## src/rtl/uart_ic_pkg.sv

```systemverilog
package uart_ic_pkg;
  typedef enum logic [3:0] {
    IID_MODEM = 4'h0,
    IID_NONE  = 4'h1,
    IID_TXE   = 4'h2,
    IID_LINE  = 4'h6,
    IID_RXD   = 4'hC
  } iid_e;

  localparam logic [2:0] OFS_DATA  = 3'd0;
  localparam logic [2:0] OFS_IEN   = 3'd1;
  localparam logic [2:0] OFS_IDENT = 3'd2;
  localparam logic [2:0] OFS_LCTL  = 3'd3;
  localparam logic [2:0] OFS_LSTAT = 3'd5;
  localparam logic [2:0] OFS_SCR   = 3'd7;

  localparam int IEN_RX    = 0;
  localparam int IEN_TX    = 1;
  localparam int IEN_LINE  = 2;
  localparam int IEN_MODEM = 3;
  localparam int LCTL_BANK = 7;
endpackage

```

## src/rtl/uart_ic_rxbuf.sv

```systemverilog
module uart_ic_rxbuf #(
  parameter int DEPTH = 16,
  parameter int W     = 8,
  localparam int PW   = (DEPTH > 1) ? $clog2(DEPTH) : 1,
  localparam int CW   = $clog2(DEPTH + 1)
) (
  input  logic          clk,
  input  logic          rst_n,
  input  logic          flush,
  input  logic          wide,
  input  logic          push,
  input  logic [W-1:0]  push_data,
  input  logic          pop,
  output logic [W-1:0]  head,
  output logic [CW-1:0] count,
  output logic          has_room
);
  logic [W-1:0]  mem [DEPTH];
  logic [PW-1:0] rd_ptr, wr_ptr;
  logic [CW-1:0] limit;

  assign limit    = wide ? CW'(DEPTH) : CW'(1);
  assign has_room = count < limit;
  assign head     = mem[rd_ptr];

  function automatic logic [PW-1:0] nxt(input logic [PW-1:0] p);
    return (p == PW'(DEPTH - 1)) ? '0 : p + 1'b1;
  endfunction

  always_ff @(posedge clk) begin
    if (push && !flush) mem[wr_ptr] <= push_data;
  end

  always_ff @(posedge clk or negedge rst_n) begin
    if (!rst_n) begin
      rd_ptr <= '0;
      wr_ptr <= '0;
      count  <= '0;
    end else if (flush) begin
      rd_ptr <= '0;
      wr_ptr <= '0;
      count  <= '0;
    end else begin
      if (push) wr_ptr <= nxt(wr_ptr);
      if (pop)  rd_ptr <= nxt(rd_ptr);
      count <= count + CW'(push) - CW'(pop);
    end
  end

  assert_no_overflow_R9: assert property (@(posedge clk) disable iff (!rst_n)
    push |-> count < limit);
  assert_no_underflow_R9: assert property (@(posedge clk) disable iff (!rst_n)
    pop |-> count != 0);
  assert_count_bound_R9: assert property (@(posedge clk) disable iff (!rst_n)
    count <= CW'(DEPTH));
endmodule

```

## src/rtl/uart_ic_prio.sv

```systemverilog
module uart_ic_prio
  import uart_ic_pkg::*;
(
  input  logic [3:0] ien,
  input  logic       ovr,
  input  logic       rx_avail,
  input  logic       tx_pend,
  input  logic       modem_chg,
  output iid_e       iid
);
  always_comb begin
    if (ovr && ien[IEN_LINE])            iid = IID_LINE;
    else if (rx_avail && ien[IEN_RX])    iid = IID_RXD;
    else if (tx_pend && ien[IEN_TX])     iid = IID_TXE;
    else if (modem_chg && ien[IEN_MODEM]) iid = IID_MODEM;
    else                                 iid = IID_NONE;
  end
endmodule

```

## src/rtl/uart_ic_divlatch.sv

```systemverilog
module uart_ic_divlatch #(
  parameter int DW          = 16,
  parameter int RESET_DIV   = 12,
  localparam int HW         = DW / 2
) (
  input  logic          clk,
  input  logic          rst_n,
  input  logic          wr_lo,
  input  logic          wr_hi,
  input  logic [HW-1:0] wdata,
  output logic [DW-1:0] divisor
);
  always_ff @(posedge clk or negedge rst_n) begin
    if (!rst_n) divisor <= DW'(RESET_DIV);
    else begin
      if (wr_lo) divisor[HW-1:0]  <= wdata;
      if (wr_hi) divisor[DW-1:HW] <= wdata;
    end
  end
endmodule

```

## src/rtl/uart_irq_ctrl.sv

```systemverilog
module uart_irq_ctrl
  import uart_ic_pkg::*;
#(
  parameter int DEPTH     = 16,
  parameter int RESET_DIV = 12,
  localparam int CW       = $clog2(DEPTH + 1)
) (
  input  logic        clk,
  input  logic        rst_n,
  input  logic        bus_sel,
  input  logic        bus_wr,
  input  logic [2:0]  bus_addr,
  input  logic [7:0]  bus_wdata,
  output logic [7:0]  bus_rdata,
  input  logic        rx_valid,
  output logic        rx_ready,
  input  logic [7:0]  rx_data,
  input  logic        ovr_evt,
  input  logic        modem_delta,
  output logic        tx_valid,
  output logic [7:0]  tx_data,
  output logic [15:0] divisor,
  output logic        irq
);
  logic [3:0]    ier_q;
  logic [7:0]    lctl_q, scr_q;
  logic          buf_en_q, txe_q, ovr_q;
  logic          bank, acc_rd, acc_wr;
  logic          wr_data, wr_lo, wr_hi, wr_ien, wr_bctl;
  logic          rd_data, rd_ident, rd_lstat;
  logic          flush, push, pop, has_room;
  logic [7:0]    head;
  logic [CW-1:0] count;
  logic          rx_avail;
  iid_e          iid;
  logic [7:0]    ident_val, lstat_val;

  assign bank     = lctl_q[LCTL_BANK];
  assign acc_rd   = bus_sel && !bus_wr;
  assign acc_wr   = bus_sel && bus_wr;
  assign wr_data  = acc_wr && bus_addr == OFS_DATA && !bank;
  assign wr_lo    = acc_wr && bus_addr == OFS_DATA && bank;
  assign wr_ien   = acc_wr && bus_addr == OFS_IEN && !bank;
  assign wr_hi    = acc_wr && bus_addr == OFS_IEN && bank;
  assign wr_bctl  = acc_wr && bus_addr == OFS_IDENT;
  assign rd_data  = acc_rd && bus_addr == OFS_DATA && !bank;
  assign rd_ident = acc_rd && bus_addr == OFS_IDENT;
  assign rd_lstat = acc_rd && bus_addr == OFS_LSTAT;

  assign flush    = wr_bctl && ((bus_wdata[0] != buf_en_q) || (bus_wdata[0] && bus_wdata[1]));
  assign rx_avail = count != '0;
  assign rx_ready = has_room && !wr_bctl;
  assign push     = rx_valid && rx_ready;
  assign pop      = rd_data && rx_avail;

  uart_ic_rxbuf #(.DEPTH(DEPTH), .W(8)) u_rxbuf (
    .clk(clk), .rst_n(rst_n), .flush(flush), .wide(buf_en_q),
    .push(push), .push_data(rx_data), .pop(pop),
    .head(head), .count(count), .has_room(has_room)
  );

  uart_ic_prio u_prio (
    .ien(ier_q), .ovr(ovr_q), .rx_avail(rx_avail), .tx_pend(txe_q),
    .modem_chg(modem_delta), .iid(iid)
  );

  uart_ic_divlatch #(.DW(16), .RESET_DIV(RESET_DIV)) u_div (
    .clk(clk), .rst_n(rst_n), .wr_lo(wr_lo), .wr_hi(wr_hi),
    .wdata(bus_wdata), .divisor(divisor)
  );

  always_ff @(posedge clk or negedge rst_n) begin
    if (!rst_n) begin
      ier_q    <= '0;
      lctl_q   <= '0;
      scr_q    <= '0;
      buf_en_q <= 1'b0;
      txe_q    <= 1'b0;
      ovr_q    <= 1'b0;
      tx_valid <= 1'b0;
      tx_data  <= '0;
    end else begin
      tx_valid <= wr_data;
      if (wr_data) tx_data <= bus_wdata;
      if (wr_ien) ier_q <= bus_wdata[3:0];
      if (wr_bctl) buf_en_q <= bus_wdata[0];
      if (acc_wr && bus_addr == OFS_LCTL) lctl_q <= bus_wdata;
      if (acc_wr && bus_addr == OFS_SCR)  scr_q  <= bus_wdata;
      if (wr_data) txe_q <= 1'b1;
      else if (rd_ident && iid == IID_TXE) txe_q <= 1'b0;
      if (ovr_evt) ovr_q <= 1'b1;
      else if (rd_lstat) ovr_q <= 1'b0;
    end
  end

  assign ident_val = {buf_en_q, buf_en_q, 2'b00, iid};
  assign lstat_val = {1'b0, 1'b1, 1'b1, 3'b000, ovr_q, rx_avail};
  assign irq       = iid != IID_NONE;

  always_comb begin
    bus_rdata = 8'hFF;
    unique case (bus_addr)
      OFS_DATA:  bus_rdata = bank ? divisor[7:0] : (rx_avail ? head : 8'hFF);
      OFS_IEN:   bus_rdata = bank ? divisor[15:8] : {4'b0000, ier_q};
      OFS_IDENT: bus_rdata = ident_val;
      OFS_LCTL:  bus_rdata = lctl_q;
      OFS_LSTAT: bus_rdata = lstat_val;
      OFS_SCR:   bus_rdata = scr_q;
      default:   bus_rdata = 8'hFF;
    endcase
  end

  assert_line_first_R1: assert property (@(posedge clk) disable iff (!rst_n)
    (ovr_q && ier_q[IEN_LINE]) |-> iid == IID_LINE);
  assert_txe_rearm_R4: assert property (@(posedge clk) disable iff (!rst_n)
    wr_data |=> txe_q && tx_valid);
  assert_txe_retire_R4: assert property (@(posedge clk) disable iff (!rst_n)
    (rd_ident && iid == IID_TXE) |=> !txe_q);
  assert_ovr_retire_R5: assert property (@(posedge clk) disable iff (!rst_n)
    (rd_lstat && !ovr_evt) |=> !ovr_q);
  assert_ovr_set_R5: assert property (@(posedge clk) disable iff (!rst_n)
    ovr_evt |=> ovr_q);
  assert_irq_needs_enable_R6: assert property (@(posedge clk) disable iff (!rst_n)
    irq |-> ier_q != 4'h0);
  assert_flush_empties_R9: assert property (@(posedge clk) disable iff (!rst_n)
    flush |=> !rx_avail);
endmodule

```

## config.mk

```make
export PLATFORM = sky130hd
export DESIGN_NAME = uart_irq_ctrl
export DESIGN_NICKNAME = d
export VERILOG_FILES = /design/src/rtl/uart_ic_pkg.sv /design/src/rtl/uart_ic_rxbuf.sv /design/src/rtl/uart_ic_prio.sv /design/src/rtl/uart_ic_divlatch.sv /design/src/rtl/uart_irq_ctrl.sv
export SDC_FILE = /design/constraint.sdc
export NUM_CORES = 1
export LEC_CHECK = 0
export BUFFER_PORTS_ARGS = -buffer_cell sky130_fd_sc_hd__buf_2
export CAP_MARGIN = 20
export CORE_UTILIZATION = 52
export CTS_BUF_LIST = sky130_fd_sc_hd__clkbuf_4 sky130_fd_sc_hd__clkbuf_8 sky130_fd_sc_hd__clkbuf_16
export DETAILED_ROUTE_END_ITERATION = 7
export GPL_TIMING_DRIVEN = 0
export PLACE_DENSITY = 0.7
export SLEW_MARGIN = 10
export SYNTH_ARGS = -nofsm -noshare
export SYNTH_HDL_FRONTEND = slang
export SYNTH_SLANG_ARGS = --single-unit
```

## constraint.sdc

```tcl
create_clock -name clk -period 8.3 [get_ports clk]
set_input_delay 0.415 -clock clk [delete_from_list [all_inputs] [get_ports clk]]
set_output_delay 0.415 -clock clk [all_outputs]
set_load 0.01 [all_outputs]
```

### Word-level counts from Yosys, hierarchy flattened

Memories as Yosys holds them, arrays and structs flattened.
Cells that the tools add are included.

* add/sub/neg operators: 4
* magnitude comparators: 1
* eq/ne operators: 10
* muxes and demuxes: 22
* reductions and logical operators: 37

Operators by type and width (count)
* $pmux W8 S6: 1
* $mux W4: 9
* $logic_and A1 B1 Y1: 26
* $mux W8: 3
* $mux W5: 2
* $add A4 B1 Y4 const B: 2
* $eq A4 B4 Y1 const B: 2
* $reduce_bool A2 Y1: 4
* $mux W1: 7
* $eq A3 B2 Y1 const B: 2
* $eq A3 B3 Y1 const B: 2
* $add A5 B1 Y5: 1
* $lt A5 B5 Y1: 1
* $reduce_bool A5 Y1: 1
* $sub A5 B1 Y5: 1
* $eq A4 B2 Y1 const B: 1
* $logic_not A1 Y1: 4
* $ne A4 B1 Y1 const B: 1
* $eq A3 B1 Y1 const B: 1
* $logic_not A3 Y1: 1
* $logic_or A1 B1 Y1: 1
* $ne A1 B1 Y1: 1

* register bits: 61
* RAM bits: 128
* input bits: 26
* output and inout port bits: 35
* word-level logic and storage cells: 88
* memories: 1

Memories
* u_rxbuf.mem: depth 16, width 8, read ports 1, clocked after memory_dff 0, write ports 1, RTL line uart_ic_rxbuf.sv:18 `logic [W-1:0] mem [DEPTH];`

### Logic depth before layout (Yosys ltp)

Gate-level depths: netlist of the first run.

* depth after elaboration: 9
* mapped depth: 14

### Hierarchy

Synthesis of the first run repeated with hierarchy kept, for this count alone.

* cell total of the unflattened synthesis: 539
* area total of the unflattened synthesis: 8373.0 um2

By module, submodules not included
* uart_ic_rxbuf: instances 1, cells an instance 325, area an instance 5821.8 um2
* uart_irq_ctrl: instances 1, cells an instance 175, area an instance 1843.0 um2
* uart_ic_divlatch: instances 1, cells an instance 34, area an instance 665.6 um2
* uart_ic_prio: instances 1, cells an instance 5, area an instance 42.5 um2

### Least setup slack after synthesis of the first run

OpenSTA, ideal clock, no wires.

* path type: register to register
* start point: register u_rxbuf.count[2]
* end point: register u_rxbuf.count[4]
* setup time: 0.132 ns
* arrival: 2.688 ns
* required time: 8.168 ns
* setup slack: 5.480 ns
* cell stages (with the launch flop): 15
* period minus slack after synthesis: 2.820 ns
* cells stage by stage: dfrtp_1 > inv_1 > ha_1 > or4b_1 > nand4_1 > inv_2 > ha_1 > inv_1 > ha_1 > inv_1 > fa_1 > o21bai_1 > a21oi_1 > xnor2_1 > nor2_1

* cells in the longest elaborated chain, start to end: 6
* elaborated cells on any way between the ends: 8

RTL lines
* start, declared: RTL line uart_ic_rxbuf.sv:15 `output logic [CW-1:0] count,`
* start signal, assigned: RTL line uart_ic_rxbuf.sv:46 `count <= count + CW'(push) - CW'(pop);`
* $lt A5 B5 Y1: RTL line uart_ic_rxbuf.sv:23 `assign has_room = count < limit;`
* $logic_and A1 B1 Y1: RTL line uart_irq_ctrl.sv:52 `assign rx_ready = has_room && !wr_bctl;`
* $logic_and A1 B1 Y1: RTL line uart_irq_ctrl.sv:53 `assign push = rx_valid && rx_ready;`
* $add A5 B1 Y5: RTL line uart_ic_rxbuf.sv:46
* $sub A5 B1 Y5 (*): RTL line uart_ic_rxbuf.sv:46
* $mux W5 (*): RTL line uart_ic_rxbuf.sv:39 `end else if (flush) begin`

Mark *: on every way between the ends. The rest lies on a longest branch, timed or not.
A chain may end at the register's enable or synchronous reset.

### Worst setup path in the final report of the first run

* start point: register u_rxbuf.rd_ptr[1]
* end point: output port bus_rdata[3]

* cells in the longest elaborated chain, start to end: 4

RTL lines
* start, declared: RTL line uart_ic_rxbuf.sv:19 `logic [PW-1:0] rd_ptr, wr_ptr;`
* start signal, assigned: RTL line uart_ic_rxbuf.sv:45 `if (pop) rd_ptr <= nxt(rd_ptr);`
* $mem_v2 Z16 W8
* $mux W8 (2 in series): RTL line uart_irq_ctrl.sv:103 `OFS_DATA: bus_rdata = bank ? divisor[7:0] : (rx_avail ? head : 8'hFF);`
* $pmux W8 S6: RTL line uart_irq_ctrl.sv:102 `unique case (bus_addr)`
* end, declared: RTL line uart_irq_ctrl.sv:14 `output logic [7:0] bus_rdata,`

No other way between the ends.

==> results of run 1 <==
state kept, by name, summed over array words and instances (netlist names):
register        flops
buf_en_q            1
ier_q               4
lctl_q              8
ovr_q               1
scr_q               8
tx_data             8
tx_valid            1
txe_q               1
u_div.divisor      16
u_rxbuf.count       5
u_rxbuf.mem       128
u_rxbuf.rd_ptr      4
u_rxbuf.wr_ptr      4
power breakdown:
| part | internal, mW | total (mW) | switching [mW] |
|---|---|---|---|
| Clock | 0.394 | 0.766 | 0.373 |
| Sequential | 1.14 | 1.21 | 0.0724 |
| Combinational | 0.295 | 0.682 | 0.386 |
| Total | 1.83 | 2.66 | 0.831 |
per-stage QoR:
step | hold slack, ps | cell area (um^2) | total power, mW
final | 44.60 | 9582 | 2.656
after global routing | 131.0 | 9582 | 2.779
after CTS | 87.77 | 9582 | 2.661
after detailed placement | 470.0 | 9025 | 1.903
after global placement | 460.9 | 8986 | 1.866
after floorplan | 119.4 | 8431 | 1.674
cell usage after synthesis (all sizes together) (3+ instances only):
master / n / area [um^2]
edfxtp: 128 / 3844
dfrtp: 59 / 1476
mux2: 50 / 563.0
mux2i: 26 / 260.3
nand2: 25 / 93.84
o21ai: 23 / 115.1
mux4: 21 / 499.2
clkbuf: 18 / 67.56
inv: 18 / 67.56
a21oi: 14 / 70.07
ha: 14 / 175.2
buf: 13 / 92.59
and2: 12 / 75.07
and3: 10 / 62.56
nand4: 9 / 56.30
o22ai: 9 / 56.30
a2111oi: 7 / 65.06
nor2: 7 / 26.28
nor2b: 7 / 43.79
nor3: 6 / 62.56
a211oi: 5 / 37.54
and4b: 4 / 40.04
nand2b: 4 / 25.02
nand3: 4 / 20.02
a22oi: 3 / 22.52
a31oi: 3 / 18.77
nor4: 3 / 40.04
nor4bb: 3 / 30.03
o211ai: 3 / 22.52
o31ai: 3 / 22.52
or3: 3 / 18.77
xnor2: 3 / 26.28
layer usage:
| layer | up-vias | part of all wire | global-route usage |
|---|---|---|---|
| li1 | 2313 | - | - |
| met1 | 2619 | 0.44 | 0.3301 |
| met2 | 192 | 0.48 | 0.3824 |
| met3 | 26 | 0.059 | 0.05037 |
| met4 | 0 | 0.017 | 0.08235 |
| met5 | - | 0 | 0 |
area by class of cell:
type,instances,share of cell area
clock buffers,17,0.04440
plain buffers,31,0.01671
inverters,19,0.007443
multi-input cells,312,0.2969
repair buffers,60,0.03186
clock inverters,14,0.01371
well taps,216,0.02821
flip-flops and latches,189,0.5607
logic make-up (layout without fill, tap and decap cells):
family                     after synthesis  count (layout)
DFF                                    189             189
muxes                                   97              97
xor gates and xnor gates                 4               4
adders and majority gates               15              15
AOI/OAI and AO/OA                       90              90
buffers and inverters                   50             141
and+or+nand+nor                        106             106
cells in the final DEF, fill, tap and decap left out, types with 7 or more instances in the layout:
master,count
buf_2,65
and2_1,12
o21ai_1,7
mux4_1,7
and3_1,10
a21oi_1,14
ha_1,14
o22ai_1,9
inv_1,15
nand2_1,25
clkbuf_1,18
clkbuf_16,17
mux2_1,42
nor2_1,7
edfxtp_1,128
nand4_1,9
mux2_2,8
dfrtp_1,59
mux4_2,14
o21ai_0,16
mux2i_1,26
nor2b_1,7
worst max path at each step:
stage | start | endpoint | cells after the start
after floorplan | u_rxbuf.count[2] | u_rxbuf.count[4] | 14
after global placement | u_rxbuf.count[1] | u_rxbuf.mem[1][7] | 7
after detailed placement | bus_addr[0] | u_rxbuf.count[4] | 14
after CTS | u_rxbuf.rd_ptr[1] | bus_rdata[5] | 8
after global routing | u_rxbuf.rd_ptr[1] | bus_rdata[5] | 8
final | u_rxbuf.rd_ptr[1] | bus_rdata[3] | 8
critical path, cell delays in order, from the launching register on:
cell,delay [ps]
dfrtp_1,350
buf_2,280
buf_2,340
buf_2,380
mux2i_1,240
o22ai_1,100
a2111oi_1,820
o21ai_1,120
buf_2,170
==> results.yml, run 1 <==
global_route:
  antenna_found_initial: 0
  gr-total-overflow: 0
  grtUsageTotal: 0.2402
  grt_max_degree: 62
  grt_pass1_vias: 5101
  grt_pass1_wl_um: 28900
sta:
  setup_slack_ps: 4637
  rsz0062_at_grt: "false"
  drv_slew: 0
  fin_skew_ps: 12.73
  maxSlewHeadroom: 0.4032
  fmax_ghz: 0.2730
  fin_crit_ps: 3663
  finalHoldViolCount: 0
  finalSetupViolCount: 0
  worst_slew_pin_slew_ps: 872.7
  fin_tns_setup_ps: 0
  min_period_over_period: 0.4413
cells_and_area:
  nFillCells: 1182
  stdcell_count: 858
  multi_input_area_um2: 2845
  area_growth_pct: 13.65
  seqCellArea_um2: 5373
  drive_above_1_share: 0.2181
  finalNetCount: 671
  utilization: 0.6054
  antenna-diode-count: 0
clock_tree:
  htreeDepth: 4
  cts_buffers: 17
  cts_hold_buf: 0
  cts_num_sinks: 189
  cts_tree: "built"
  root_buffer: "clkbuf_16"
  clkLatencyLatePin_ps: 440
  clkSlewWorstSetupHoldPaths_ps: 70
  post_cts_resized: 0
  max-clock-path-buffers: 2
  cts_setup_buffers: 0
power:
  max-vdd-ir-drop_mv: 0.1602
  powerDensity_nw_per_um2: 277.2
  leakage_nw: 3.583
setup_path:
  r2r_slack_ps: 5060
  cp_data_required_time_ps: 7890
  worst_setup_path_end_kind: "primary output"
  critPathMaxFanout: 10
  r2r_start: "u_rxbuf.count[2]"
  arrival_ps: 3250
  reg2reg_depth: 14
  r2r_end: "u_rxbuf.count[4]"
  start_kind: "flip-flop"
  critical_path_class: "reg -> out"
synth:
  async_reset_ff_frac: 0.3228
  netlist-cell-type-count: 71
  syn-num-nets: 592
  synth_xor_area_frac: 0.004156
  yosys_warnings: 0
  synth_edf_count: 128
  synth_compound_area_frac: 0.07109
  syn_area_um2: 8431
  ys_seq_area_frac: 0.6373
  postSynthCellCount: 551
  synthMuxAreaShare: 0.1569
  synth_fa_ha_area_frac: 0.02315
  ys.flop_type: "edfxtp_1"
  synth_top_family_by_area: "multiplexers"
  synth-seq-cells: 189
  avgSynthCellArea_um2: 15.30
  synth-simple-area-share: 0.07999
floorplan:
  io_pins: 61
  die_h_um: 129.3
  core_um2: 15830
  start_util: 0.5326
  die_w_um: 129.3
  row_count: 46
  dieArea_um2: 16730
routing:
  drc: 0
  first_iter_violations: 380
  wl_per_cell_um: 21.85
  drt-total-wl_um: 18750
  viasPerCell: 6.002
  drtPass1Iterations: 5
  vias: 5150
  ant_nets: 0
placement:
  dp_hpwl_um: 12790
  place_inst: 827
  port_buffers: 57
  place_congestion: 0.9254
  preCtsSetupSlack_ps: 5012
run_status:
  outcome: "completed"
job:
  cap_violations: 0
hold_path:
  hold_class: "in -> async"
No activity file was read; power rests on OpenSTA's default activity.
==> run 2, diff against run 1 <==
- PLACE_DENSITY: 0.7 -> 0.73
- clock period: 8.3 -> 3.3 ns (I/O delays scaled with it)
==> run 2 against run 1 <==
Highest routed layer unchanged; combinational power increased to 2.5 times the previous value; hold slack got worse by 32 ps; via count decreased by 0.97%.
==> results.yml, run 2 (synthesis gave the netlist of run 1 again) <==
cells_and_area:
  utilization: 0.6081
  finalNetCount: 673
  largest_reg_flops: 128
  stdcell_count: 860
  reg_top3: "u_rxbuf.mem x128, u_div.divisor x16"
  multi_input_area_um2: 2878
  final_cell_mix: "edfxtp_1 (128), buf_2 (64), dfrtp_1 (59)"
  postLayoutCellArea_um2: 9625
  seqCellArea_um2: 5373
  nFillCells: 1174
  largest-register: "u_rxbuf.mem"
  layout_commonest_cell: "edfxtp_1"
  drive_above_1_share: 0.2298
  antenna-diode-count: 0
  area_growth_pct: 14.17
setup_path:
  worst_setup_path_end_kind: "primary output"
  r2r_slack_ps: 300
  critPathMaxFanout: 10
  r2r_start: "u_rxbuf.count[2]"
  critical_path_class: "reg -> out"
  arrival_ps: 3060
  crit_chain: "buf_6 -> buf_12 -> mux4_2 -> mux2_2 -> a2111oi_0 -> o211ai_1 -> buf_2"
  cp_data_required_time_ps: 3130
  reg2reg_depth: 14
  max_stage_delay_ps: 790
  r2r_end: "u_rxbuf.count[4]"
  start_kind: "flip-flop"
  cpMaxStageDelayCell: "a2111oi_0"
power:
  max-vdd-ir-drop_mv: 0.4084
  swShare: 0.3082
  total_power_mw: 6.658
  seqPwrFrac: 0.457
  switchingPower_mw: 2.052
  powerDensity_nw_per_um2: 691.7
  p_comb_frac: 0.260
  power_frac_clock: 0.283
  leakage_nw: 3.595
  p_int_mw: 4.606
placement:
  preCtsSetupSlack_ps: 127.3
  place_congestion: 0.9072
  place_inst: 827
  placed_area_um2: 9027
  port_buffers: 57
  dp_hpwl_um: 12570
job:
  cap_violations: 0
floorplan:
  core_um2: 15830
  row_count: 46
  io_pins: 61
  start_util: 0.5326
  die_w_um: 129.3
  die_h_um: 129.3
  dieArea_um2: 16730
global_route:
  grt_pass1_vias: 5099
  gr-total-overflow: 0
  grtUsageTotal: 0.2362
  grt_pass1_wl_um: 28470
  grt_max_degree: 62
  antenna_found_initial: 0
hold_path:
  hold_class: "in -> reg"
  min_path_cells: 3
  min_from: "bus_wdata[7]"
  hold_end: "lctl_q[7]"
routing:
  drc: 0
  vias: 5100
  viasPerCell: 5.930
  first_iter_violations: 352
  drtPass1Iterations: 8
  wl_per_cell_um: 21.33
  ant_nets: 0
  drt-total-wl_um: 18340
sta:
  fin_tns_setup_ps: 0
  min_period_over_period: 0.9773
  fin_crit_ps: 3225
  drv_slew: 0
  finalSetupViolCount: 0
  fin_skew_ps: 7.916
  rsz0062_at_grt: "false"
  finalHoldViolCount: 0
  setup_slack_ps: 75.04
  worst_slew_pin_slew_ps: 849.7
  fmax_ghz: 0.3101
  hold_ws_ps: 13.06
  maxSlewHeadroom: 0.4189
clock_tree:
  htreeDepth: 4
  root_buffer: "clkbuf_16"
  clkLatencyLatePin_ps: 430
  cts_buffers: 17
  max-clock-path-buffers: 2
  cts_num_sinks: 189
  cts_tree: "built"
  clkSlewWorstSetupHoldPaths_ps: 70
run_status:
  outcome: "completed"
[run 2: changes by cell type in the layout (fill, tap and decap cells not counted), sizes merged]
cell | before | now
clkinvlp | 2 | 3
dlygate4sd3 | 0 | 2
clkinv | 6 | 5
buf | 73 | 74
inv | 25 | 24
[run 2: power groups by stage]
stage               sequential, mW  combinational, mW  clock, mW
floorplan                     3.08               1.13          0
global placement              3.07               1.62          0
detailed placement            3.09               1.70          0
CTS                           3.04               1.72       1.89
global route                  3.07               1.91       2.00
finish                        3.04               1.73       1.89
[run 2: cell type report]
type                       count  share of cell area
sequential                   189              0.5582
multi-input combinational    312              0.2990
clock buffer                  18             0.04498
timing repair buffer          63             0.03484
tap                          216             0.02808
buffer                        30             0.01625
clock inverter                13             0.01131
inverter                      19            0.007409
[run 2: timing repair]
| action | in CTS | in global routing |
|---|---|---|
| resized for setup | 3 | 6 |
| hold endpoints to repair | 60 | 0 |
| hold buffers | 2 | 0 |
| setup endpoints to repair | 3 | 4 |
| pin swaps | 0 | 1 |
| buffers inserted | 0 | 1 |
[run 2: per-layer routing]
metal | global-route usage | wire, um
met2 | 0.3855 | 9147
met4 | 0.09273 | 363
met1 | 0.3066 | 7480
met5 | 0 | 0
met3 | 0.05698 | 1348
[run 2: worst max-delay path by stage]
stage	start	end	slack [ps]
2_1_floorplan	u_rxbuf.count[2]	u_rxbuf.count[4]	480
3_3_place_gp	u_rxbuf.count[1]	u_rxbuf.mem[2][7]	-300
3_5_place_dp	u_rxbuf.count[2]	u_rxbuf.count[4]	130
4_1_cts	u_rxbuf.rd_ptr[1]	bus_rdata[4]	40
5_1_grt	u_rxbuf.rd_ptr[2]	bus_rdata[2]	4
6_report	u_rxbuf.rd_ptr[0]	bus_rdata[2]	80
[run 2: critical path, delay by kind of cell, from the launching register on]
kind                   cells  cell delay (ps)
AOI/OAI and AO/OA          2              960
DFF                        1              370
muxes                      2              810
buffers and inverters      3              490
==> run 3, diff against run 2 <==
- ABC_CLOCK_PERIOD_IN_PS: not set -> 3300
- CAP_MARGIN: 20 -> not set
- SYNTH_HIERARCHICAL: not set -> 1
==> run 3 against run 2 <==
Total power is 7.2% higher; utilization is 0.19 points lower; critical path type unchanged; largest power group unchanged; largest cell class unchanged; maximum frequency is 5.6% higher.
==> results.yml, run 3 <==
run_status:
  outcome: "completed"
hold_path:
  hold_end: "u_div/divisor[14]"
  hold_class: "in -> reg"
  min_path_cells: 2
  min_from: "bus_wdata[6]"
cells_and_area:
  reg_top3: "u_rxbuf/mem x128, u_div/divisor x16"
  largest-register: "u_rxbuf/mem"
  antenna-diode-count: 0
  nFillCells: 1171
  layout_commonest_cell: "edfxtp_1"
  drive_above_1_share: 0.3043
  area_growth_pct: 14.60
  final_cell_mix: "edfxtp_1 (128), buf_2 (66), dfrtp_1 (59)"
  largest_reg_flops: 128
  finalNetCount: 658
setup_path:
  critical_path_class: "reg -> out"
  r2r_end: "u_rxbuf/count[4]"
  critPathMaxFanout: 10
  reg2reg_depth: 12
  r2r_slack_ps: 340
  worst_setup_path_end_kind: "primary output"
  r2r_start: "lctl_q[7]"
  cp_data_required_time_ps: 3130
  arrival_ps: 2890
  start_kind: "flip-flop"
synth:
  synth_top_cell_by_area: "edfxtp_1"
  postSynthCellCount: 539
  yosys_warnings: 6
  synth_top_area_share: 0.4591
  yosys-top-cells-count: "edfxtp_1 (128), dfrtp_1 (59), mux2_2 (34)"
  syn-num-nets: 579
  async_reset_ff_frac: 0.3228
  syn_area_um2: 8373
  avgSynthCellArea_um2: 15.53
  ys_seq_area_frac: 0.6417
  netlist-cell-type-count: 60
  yosysMostFrequentCell: "edfxtp_1"
  synth_edf_count: 128
  ys.flop_type: "edfxtp_1"
  synth_area_leaders: "edfxtp_1 (46%), dfrtp_1 (18%), mux4_2 (6.5%), mux2_2 (4.6%), mux2i_1 (3.5%)"
  synth-seq-cells: 189
sta:
  min_period_over_period: 0.9256
  fmax_ghz: 0.3274
  maxSlewHeadroom: 0.3824
  setup_slack_ps: 245.4
  fin_skew_ps: 9.852
  hold_ws_ps: 50.44
  worst_slew_pin_slew_ps: 923.0
  fin_crit_ps: 3055
  drv_slew: 0
  finalSetupViolCount: 0
  rsz0062_at_grt: "false"
  finalHoldViolCount: 0
power:
  powerDensity_nw_per_um2: 743.5
  max-vdd-ir-drop_mv: 0.4819
  total_power_mw: 7.135
  leakage_nw: 3.547
clock_tree:
  cts_tree: "built"
  cts_buffers: 17
  max-clock-path-buffers: 2
  htreeDepth: 4
  cts_setup_buffers: 0
  clkSlewWorstSetupHoldPaths_ps: 70
  root_buffer: "clkbuf_16"
  clkLatencyLatePin_ps: 430
  cts_num_sinks: 189
floorplan:
  io_pins: 61
  die_h_um: 128.9
  core_um2: 15830
  row_count: 46
  dieArea_um2: 16610
  start_util: 0.5290
  die_w_um: 128.9
global_route:
  grt_pass1_vias: 5121
  grtUsageTotal: 0.2385
  antenna_found_initial: 0
  grt_pass1_wl_um: 28720
  grt_max_degree: 62
  gr-total-overflow: 0
placement:
  port_buffers: 59
  preCtsSetupSlack_ps: -200.5
  place_congestion: 0.9104
  dp_hpwl_um: 12370
routing:
  drt-total-wl_um: 18370
  drtPass1Iterations: 5
  first_iter_violations: 466
  wl_per_cell_um: 21.69
  viasPerCell: 5.953
  vias: 5042
  drc: 0
  ant_nets: 0
job:
  cap_violations: 0
==> run 3: cell types whose count changed in the layout (fill, tap and decap cells not counted), moves of 9 or more <==
cell     previous run  this run
mux2_1             42         0
mux4_2             14        24
a32oi_1             0         9
mux2_4              0        16
mux2_2              8        34
nand4_1             9         0
nor2_1              7        30
and2_1             12         1
==> run 3: critical path, cell delays in order, from the launching register on <==
cell and delay (ps):
dfrtp_1 410, buf_6 210, buf_8 190, mux4_2 560
a32oi_1 160, o21ai_1 120, or3_1 370, a221o_1 310
buf_2 140
==> run 3: worst max-delay path by stage <==
| stage | startpoint | cells past startpoint | endpoint | slack, ps |
|---|---|---|---|---|
| after floorplan | bus_addr[1] | 13 | u_rxbuf/count[4] | 420 |
| after global placement | u_rxbuf/count[1] | 13 | u_rxbuf/count[4] | -140 |
| after detailed placement | u_rxbuf/count[1] | 13 | u_rxbuf/count[4] | -200 |
| after CTS | u_rxbuf/count[1] | 8 | irq | 10 |
| after global routing | u_rxbuf/count[1] | 9 | u_rxbuf/mem[3][7] | 30 |
| final | u_rxbuf/rd_ptr[0] | 8 | bus_rdata[5] | 250 |
==> run 3: through the flow <==
| stage | instances | util | cell area (um^2) | setup TNS, ps |
|---|---|---|---|---|
| 2_1_floorplan | 539 | - | 8373 | 0 |
| 3_3_place_gp | 814 | 0.5647 | 8939 | -174.8 |
| 3_5_place_dp | 814 | 0.5652 | 8946 | -200.5 |
| 4_1_cts | 848 | 0.6059 | 9589 | 0 |
| 5_1_grt | 847 | 0.6062 | 9595 | 0 |
| 6_report | 847 | 0.6062 | 9595 | 0 |
==> run 3: cell families (layout without fill, tap and decap cells) <==
| family | count (synthesis) | in the layout | share of synthesized area |
|---|---|---|---|
| DFF | 189 | 189 | 0.6417 |
| and+or+nand+nor | 111 | 111 | 0.06919 |
| muxes | 103 | 103 | 0.1736 |
| AOI/OAI and AO/OA | 73 | 73 | 0.06157 |
| buffers and inverters | 43 | 135 | 0.02585 |
| adders and majority gates | 14 | 14 | 0.02182 |
| xor gates and xnor gates | 6 | 6 | 0.006276 |
==> run 3: area by class of cell <==
type                       count  area (um^2)  area share
clock buffer                  17        425.4     0.04433
sequential                   189         5373      0.5599
timing repair buffer          61        317.8     0.03312
inverter                      15        56.30    0.005868
multi-input combinational    307         2805      0.2923
buffer                        27        156.4     0.01630
tap                          216        270.3     0.02817
clock inverter                15        191.4     0.01995
==> run 3: what timing repair did <==
action / CTS / global route
gates cloned: 0 / 0
hold buffers: 2 / 0
resized for setup: 1 / 2
setup endpoints to repair: 1 / 3
endpoints found under the hold margin: 60 / 0
==> run 3: power by group <==
part / internal (mW) / leakage (nW) / switching, mW / total, mW
sequential: 2.82 / 1.91 / 0.200 / 3.02
clock: 1.16 / 0.303 / 0.940 / 2.10
combinational: 0.900 / 1.33 / 1.12 / 2.02
==> run 3: layer usage <==
metal | vias up | part of all wire | track usage
li1 | 2228 | - | -
met1 | 2566 | 0.42 | 0.3257
met2 | 213 | 0.49 | 0.3819
met3 | 35 | 0.068 | 0.04324
met4 | 0 | 0.022 | 0.09550
met5 | - | 0 | 0
